===== config.mk =====
export PLATFORM = sky130hd
export DESIGN_NAME = spi_reg_slave
export DESIGN_NICKNAME = d
export VERILOG_FILES = /design/src/rtl/spi_reg_pkg.sv /design/src/rtl/spi_reg_sync.sv /design/src/rtl/spi_reg_ctrl.sv /design/src/rtl/spi_reg_dpath.sv /design/src/rtl/spi_reg_slave.sv
export SDC_FILE = /design/constraint.sdc
export NUM_CORES = 1
export LEC_CHECK = 0
export ABC_AREA = 1
export BUFFER_PORTS_ARGS = -buffer_cell sky130_fd_sc_hd__buf_2
export CAP_MARGIN = 20
export CORE_MARGIN = 2
export CORE_UTILIZATION = 47
export DETAILED_ROUTE_END_ITERATION = 6
export GPL_TIMING_DRIVEN = 0
export HOLD_SLACK_MARGIN = 0.02
export PLACE_DENSITY = 0.67
export SETUP_SLACK_MARGIN = 0.2
export SLEW_MARGIN = 30
export SYNTH_ARGS = -nofsm -noshare
export SYNTH_HDL_FRONTEND = slang
export SYNTH_SLANG_ARGS = --single-unit

===== constraint.sdc =====
create_clock -name clk -period 5.15 [get_ports clk]
set_clock_uncertainty 0.2 [all_clocks]
set_input_delay 0.7725 -clock clk [delete_from_list [all_inputs] [get_ports clk]]
set_output_delay 0.7725 -clock clk [all_outputs]
set_load 0.01 [all_outputs]

===== src/rtl/spi_reg_pkg.sv =====
package spi_reg_pkg;

  typedef enum logic [1:0] {
    PH_CMD  = 2'd0,
    PH_DATA = 2'd1,
    PH_DONE = 2'd2
  } phase_e;

  // strobes from control to datapath, valid for one cycle each
  typedef struct packed {
    logic clear;     // chip select inactive: drop partial state
    logic addrBit;   // shift sampled bit into the address
    logic dataBit;   // shift sampled bit into the receive byte
    logic fetch;     // issue a register read
    logic commit;    // issue a register write
    logic advance;   // step the burst address
    logic txShift;   // present next read bit on MISO
  } strobe_t;

endpackage


===== src/rtl/spi_reg_sync.sv =====
module spi_reg_sync #(
  parameter int WIDTH  = 3,
  parameter int STAGES = 2,
  parameter logic [WIDTH-1:0] RST_VAL = '0
) (
  input  logic             clk,
  input  logic             rstN,
  input  logic [WIDTH-1:0] din,
  output logic [WIDTH-1:0] dout
);

  genvar g;
  generate
    for (g = 0; g < WIDTH; g++) begin : gSync
      logic [STAGES-1:0] pipe;
      always_ff @(posedge clk or negedge rstN) begin
        if (!rstN) pipe <= {STAGES{RST_VAL[g]}};
        else       pipe <= {pipe[STAGES-2:0], din[g]};
      end
      assign dout[g] = pipe[STAGES-1];
    end
  endgenerate

endmodule


===== src/rtl/spi_reg_ctrl.sv =====
module spi_reg_ctrl
  import spi_reg_pkg::*;
#(
  parameter int ADDR_W = 14,
  parameter int DATA_W = 8
) (
  input  logic    clk,
  input  logic    rstN,
  input  logic    cpol,
  input  logic    cpha,
  input  logic    sclkS,
  input  logic    mosiS,
  input  logic    csNS,
  output logic    csActive,
  output strobe_t strb
);

  localparam int CMD_BITS  = ADDR_W + 2;
  localparam int CNT_MAX   = (CMD_BITS > DATA_W) ? CMD_BITS : DATA_W;
  localparam int CNT_W     = $clog2(CNT_MAX);
  localparam int CMD_LAST  = CMD_BITS - 1;
  localparam int DATA_LAST = DATA_W - 1;

  logic sclkPrev;
  logic rise, fall, sampleOnRise, sampleEdge, shiftEdge;
  phase_e phase;
  logic [CNT_W-1:0] bitCnt;
  logic rwFlag, burstFlag, advPend, fetchPend;
  logic lastCmd, byteDone;

  assign csActive     = ~csNS;
  assign rise         = sclkS & ~sclkPrev;
  assign fall         = ~sclkS & sclkPrev;
  assign sampleOnRise = (cpol == cpha);
  assign sampleEdge   = csActive & (sampleOnRise ? rise : fall);
  assign shiftEdge    = csActive & (sampleOnRise ? fall : rise);

  always_ff @(posedge clk or negedge rstN) begin
    if (!rstN) sclkPrev <= 1'b0;
    else       sclkPrev <= sclkS;
  end

  always_ff @(posedge clk or negedge rstN) begin
    if (!rstN) begin
      phase     <= PH_CMD;
      bitCnt    <= '0;
      rwFlag    <= 1'b0;
      burstFlag <= 1'b0;
      advPend   <= 1'b0;
      fetchPend <= 1'b0;
    end else if (!csActive) begin
      phase     <= PH_CMD;
      bitCnt    <= '0;
      rwFlag    <= 1'b0;
      burstFlag <= 1'b0;
      advPend   <= 1'b0;
      fetchPend <= 1'b0;
    end else begin
      advPend   <= 1'b0;
      fetchPend <= advPend & rwFlag;
      if (sampleEdge) begin
        case (phase)
          PH_CMD: begin
            if (bitCnt == '0) rwFlag <= mosiS;
            if (bitCnt == CNT_W'(CMD_LAST)) begin
              burstFlag <= mosiS;
              phase     <= PH_DATA;
              bitCnt    <= '0;
            end else begin
              bitCnt <= bitCnt + 1'b1;
            end
          end
          PH_DATA: begin
            if (bitCnt == CNT_W'(DATA_LAST)) begin
              bitCnt <= '0;
              if (burstFlag) advPend <= 1'b1;
              else           phase   <= PH_DONE;
            end else begin
              bitCnt <= bitCnt + 1'b1;
            end
          end
          default: ;
        endcase
      end
    end
  end

  assign lastCmd  = sampleEdge && (phase == PH_CMD) && (bitCnt == CNT_W'(CMD_LAST));
  assign byteDone = sampleEdge && (phase == PH_DATA) && (bitCnt == CNT_W'(DATA_LAST));

  always_comb begin
    strb         = '0;
    strb.clear   = ~csActive;
    strb.addrBit = sampleEdge && (phase == PH_CMD) && (bitCnt != '0)
                   && (bitCnt != CNT_W'(CMD_LAST));
    strb.dataBit = sampleEdge && (phase == PH_DATA);
    strb.fetch   = csActive && ((lastCmd && rwFlag) || fetchPend);
    strb.commit  = byteDone && !rwFlag;
    strb.advance = csActive && advPend;
    strb.txShift = shiftEdge && (phase == PH_DATA) && rwFlag;
  end

  AST_EDGE_EXCL: assert property (@(posedge clk) disable iff (!rstN)
    !(sampleEdge && shiftEdge));
  AST_DATA_CNT: assert property (@(posedge clk) disable iff (!rstN)
    (phase == PH_DATA) |-> (bitCnt < CNT_W'(DATA_W)));
  AST_DONE_SINGLE: assert property (@(posedge clk) disable iff (!rstN)
    (phase == PH_DONE) |-> !burstFlag);

endmodule


===== src/rtl/spi_reg_dpath.sv =====
module spi_reg_dpath
  import spi_reg_pkg::*;
#(
  parameter int ADDR_W = 14,
  parameter int DATA_W = 8
) (
  input  logic              clk,
  input  logic              rstN,
  input  strobe_t           strb,
  input  logic              mosiS,
  input  logic              msbFirst,
  input  logic [DATA_W-1:0] regRdData,
  output logic [ADDR_W-1:0] regAddr,
  output logic [DATA_W-1:0] regWrData,
  output logic              regWrEn,
  output logic              regRdEn,
  output logic              misoBit
);

  logic [ADDR_W-1:0] addrReg;
  logic [DATA_W-1:0] rxData, txData;
  logic wrEnReg, rdEnReg, misoReg;

  always_ff @(posedge clk or negedge rstN) begin
    if (!rstN) begin
      addrReg <= '0;
      rxData  <= '0;
      txData  <= '0;
      misoReg <= 1'b0;
      wrEnReg <= 1'b0;
      rdEnReg <= 1'b0;
    end else begin
      wrEnReg <= strb.commit;
      rdEnReg <= strb.fetch;
      if (strb.clear) begin
        rxData  <= '0;
        txData  <= '0;
        misoReg <= 1'b0;
      end else begin
        if (strb.addrBit)
          addrReg <= msbFirst ? {addrReg[ADDR_W-2:0], mosiS}
                              : {mosiS, addrReg[ADDR_W-1:1]};
        else if (strb.advance)
          addrReg <= addrReg + 1'b1;
        if (strb.dataBit)
          rxData <= msbFirst ? {rxData[DATA_W-2:0], mosiS}
                             : {mosiS, rxData[DATA_W-1:1]};
        if (rdEnReg) begin
          txData <= regRdData;
        end else if (strb.txShift) begin
          misoReg <= msbFirst ? txData[DATA_W-1] : txData[0];
          txData  <= msbFirst ? {txData[DATA_W-2:0], 1'b0}
                              : {1'b0, txData[DATA_W-1:1]};
        end
      end
    end
  end

  assign regAddr   = addrReg;
  assign regWrData = rxData;
  assign regWrEn   = wrEnReg;
  assign regRdEn   = rdEnReg;
  assign misoBit   = misoReg;

  AST_WR_PULSE: assert property (@(posedge clk) disable iff (!rstN)
    wrEnReg |=> !wrEnReg);
  AST_WR_RD_EXCL: assert property (@(posedge clk) disable iff (!rstN)
    !(wrEnReg && rdEnReg));
  AST_RD_PULSE: assert property (@(posedge clk) disable iff (!rstN)
    rdEnReg |=> !rdEnReg);
  AST_WR_ADDR_HOLD: assert property (@(posedge clk) disable iff (!rstN)
    wrEnReg |-> $stable(addrReg));
  AST_CLEAR_QUIET: assert property (@(posedge clk) disable iff (!rstN)
    strb.clear |=> (!wrEnReg && !rdEnReg));

endmodule


===== src/rtl/spi_reg_slave.sv =====
module spi_reg_slave
  import spi_reg_pkg::*;
#(
  parameter int ADDR_W      = 14,
  parameter int DATA_W      = 8,
  parameter int SYNC_STAGES = 2
) (
  input  logic              clk,
  input  logic              rstN,
  input  logic              cpol,
  input  logic              cpha,
  input  logic              msbFirst,
  input  logic              sclk,
  input  logic              mosi,
  input  logic              csN,
  output logic              miso,
  output logic              misoOe,
  output logic [ADDR_W-1:0] regAddr,
  output logic [DATA_W-1:0] regWrData,
  output logic              regWrEn,
  output logic              regRdEn,
  input  logic [DATA_W-1:0] regRdData
);

  logic [2:0] pinSync;
  logic csActive, misoBit;
  strobe_t strb;

  spi_reg_sync #(
    .WIDTH  (3),
    .STAGES (SYNC_STAGES),
    .RST_VAL(3'b100)
  ) sync_i (
    .clk (clk),
    .rstN(rstN),
    .din ({csN, mosi, sclk}),
    .dout(pinSync)
  );

  spi_reg_ctrl #(
    .ADDR_W(ADDR_W),
    .DATA_W(DATA_W)
  ) ctrl_i (
    .clk     (clk),
    .rstN    (rstN),
    .cpol    (cpol),
    .cpha    (cpha),
    .sclkS   (pinSync[0]),
    .mosiS   (pinSync[1]),
    .csNS    (pinSync[2]),
    .csActive(csActive),
    .strb    (strb)
  );

  spi_reg_dpath #(
    .ADDR_W(ADDR_W),
    .DATA_W(DATA_W)
  ) dpath_i (
    .clk      (clk),
    .rstN     (rstN),
    .strb     (strb),
    .mosiS    (pinSync[1]),
    .msbFirst (msbFirst),
    .regRdData(regRdData),
    .regAddr  (regAddr),
    .regWrData(regWrData),
    .regWrEn  (regWrEn),
    .regRdEn  (regRdEn),
    .misoBit  (misoBit)
  );

  assign misoOe = csActive;
  assign miso   = csActive & misoBit;

endmodule


==> summary.txt <==
Place
  • GPL Wtd Cong: 0.897
  • Dpl ws: 2.92 ns
  • Dpl cells: 539
  • DPL Wire Length: 5150 um
  • Port Buffers: 40
  • Placed inst area: 0.00338 mm2

GRT
  • Vias in the first global route: 2705
  • Largest net degree at the start of global routing: 51
  • First-pass GRT wire length: 12600 um
  • Remaining Overflow, GRT: 0
  • All-Layer GR Usage: 0.211
  • Initial antenna violation count: 0

Power and ir drop
  • Total power draw: 1.23 mW
  • Leakage Power: 1.74 nW
  • Peak VDD IR: 0.196 mV
  • PD cells: 349 mW/mm2

Routing
  • Post-Route WL: 7240 um
  • Initial DRC Count: 150
  • DRT antenna net count: 0
  • Routed length per instance: 13.2 um
  • DR DRC count: 0
  • Vias/cell: 5.32
  • Vias after detailed routing: 2911
  • TritonRoute pass-1 iters: 4

Floorplan
  • I/O pins: 42
  • Starting Density: 0.485
  • Row cnt: 29
  • DIE WIDTH: 84.9 um
  • Core footprint: 0.00635 mm2
  • Die footprint: 0.00721 mm2
  • Chip height: 84.9 um

STA
  • Setup ws final: 2.57 ns
  • Max Slew Vio Count: 0
  • Unrepaired setup endpoints after global routing: false
  • Relative slew slack: 0.578
  • Total Negative Setup Slacks: 0 ns
  • Hold Vio Cnt, Final: 0
  • Tcrit/Tclk final: 0.500
  • Final setup fails: 0
  • Worst-Margin Slew: 0.633 ns
  • F_max: 388 MHz
  • Minimum clock period: 2.58 ns

Clock network
  • Post-CTS Hold Fix Bufs: 0
  • Clk Latency, worst-skew pair: 0.30 ns
  • Cts bufs inserted: 5
  • Post-CTS Resized: 0
  • Setup Fix Bufs, Post-CTS: 0
  • CTS root buf: clkbuf_8
  • Clk sinks: 50
  • H-tree levels: 2
  • Bufs on Longest Clock Path: 2
  • Clock slew at reported path FFs: 0.09 ns
  • CTS tree: yes

Finish
  • Inserted Diodes: 0
  • Most frequent cells in the layout: 122 x nand2_1, 52 x nand3_1, 48 x dfrtp_1
  • Layout cells sized above 1: 0.166
  • Final instance area: 0.00352 mm2
  • Synth-to-Final Area Change: 14.4%
  • Final cell count without fillers: 547
  • Leading cell type in the layout, fill and taps excluded: nand2_1
  • Final #Nets: 488

Synthesis
  • Netlist cell types: 35
  • Cell count after synthesis: 422
  • Synthesized net count: 441
  • Syn avg cell area: 7.29 um2
  • Register bit total from synthesis: 50
  • Yosys warning count: 0
  • Sequential area share after synthesis: 0.407
  • Post-Syn Area: 0.00308 mm2

Setup path
  • Worst EP arrival: 1.60 ns
  • Startpoint types: flip-flop
  • CP Max Fanout: 10
  • Crit Path Category: reg -> out
  • Critical Path RT: 4.18 ns
  • Crit. End Element: primary output

Status
  • Status: completed

Hold path
  • Worst hold path type: reg -> reg

Run
  • Number of max-cap violations: 0
-- cells in the mapped netlist, drive strengths merged --
master / instances / area (um2)
inv: 39 / 146
nor2: 33 / 155
xor2: 7 / 61.3
buf: 9 / 72.6
mux2i: 3 / 30.0
o21ai: 41 / 205
o22ai: 1 / 6.26
o211ai: 1 / 7.51
o21a: 1 / 7.51
ha: 3 / 37.5
nand4: 6 / 37.5
nand3: 55 / 298
nor3b: 1 / 7.51
xnor2: 1 / 8.76
nand2: 128 / 519
nor3: 4 / 20.0
o31ai: 1 / 7.51
clkbuf: 9 / 35.0
dfstp: 2 / 52.6
a21oi: 28 / 151
dfrtp: 48 / 1200
clkinv: 1 / 8.76
-- cells by family (layout without fill, tap and decap cells) --
logic type,Yosys count,in the layout,synth area share
multiplexers,3,3,0.00976
AO/OA/AOI/OAI,73,73,0.125
XOR/XNOR,8,8,0.0228
adder cells (fa/ha/maj),3,3,0.0122
flip-flops,50,50,0.407
buffers and inverters,58,106,0.0854
AND/OR/NAND/NOR,227,227,0.337
-- layer usage --
metal  vias to the layer above  share of wire  track usage
met1                      1330           0.45        0.282
met3                        13          0.058       0.0331
met4                         0          0.012       0.0548
li1                       1471              -            -
met5                         -              0            0
met2                        97           0.48        0.358
-- path summary, 6_finish.rpt --
path	from	endpoint	slack, ns	depth (start not counted)
setup / recovery	sync_i.gSync[2].pipe[1]	misoOe	2.57	4
hold / removal	sync_i.gSync[2].pipe[0]	sync_i.gSync[2].pipe[1]	0.16	0
setup reg to reg	ctrl_i.bitCnt[0]	dpath_i.regAddr[7]	3.27	9
hold reg to reg	sync_i.gSync[2].pipe[0]	sync_i.gSync[2].pipe[1]	0.16	0
max in group asynchronous	rstN	sync_i.gSync[1].pipe[0]	4.04	1
min in group asynchronous	rstN	dpath_i.regAddr[4]	0.28	1
-- per-stage QoR --
stage	utilization	hold slack, ns
after floorplan	-	0.131
after global placement	0.531	0.135
after detailed placement	0.532	0.136
after CTS	0.554	0.166
after global routing	0.554	0.173
final	0.554	0.163
-- flip-flops by register name (all words and copies together), names as in the netlist --
| register | flops |
|---|---|
| dpath_i.regWrEn | 1 |
| ctrl_i.fetchPend | 1 |
| ctrl_i.advPend | 1 |
| ctrl_i.rwFlag | 1 |
| dpath_i.misoBit | 1 |
| dpath_i.regAddr | 14 |
| dpath_i.regRdEn | 1 |
| ctrl_i.sclkPrev | 1 |
| dpath_i.regWrData | 8 |
| dpath_i.txData | 8 |
| ctrl_i.bitCnt | 4 |
| ctrl_i.burstFlag | 1 |
| sync_i.gSync.pipe | 6 |
| ctrl_i.phase | 2 |
-- final cells by class --
class                   instances  area, um2
well taps                      77       96.3
fillers                       613       2830
flip-flops and latches         50       1250
multi-input cells             314       1560
clock inverters                 2       60.1
inverters                      40        155
repair buffers                 40        203
plain buffers                  18        108
clock buffers                   6       82.6
-- worst max-delay path, cell delays in order (launching register included) --
cell,delay (ns)
dfstp_2,0.53
buf_6,0.14
clkinv_4,0.11
clkbuf_1,0.28
buf_2,0.23
-- power by group --
part | internal [mW] | switching [mW]
sequential | 0.440 | 0.0602
combinational | 0.148 | 0.239
clock | 0.207 | 0.134
Power figures use the tool's default switching activity.
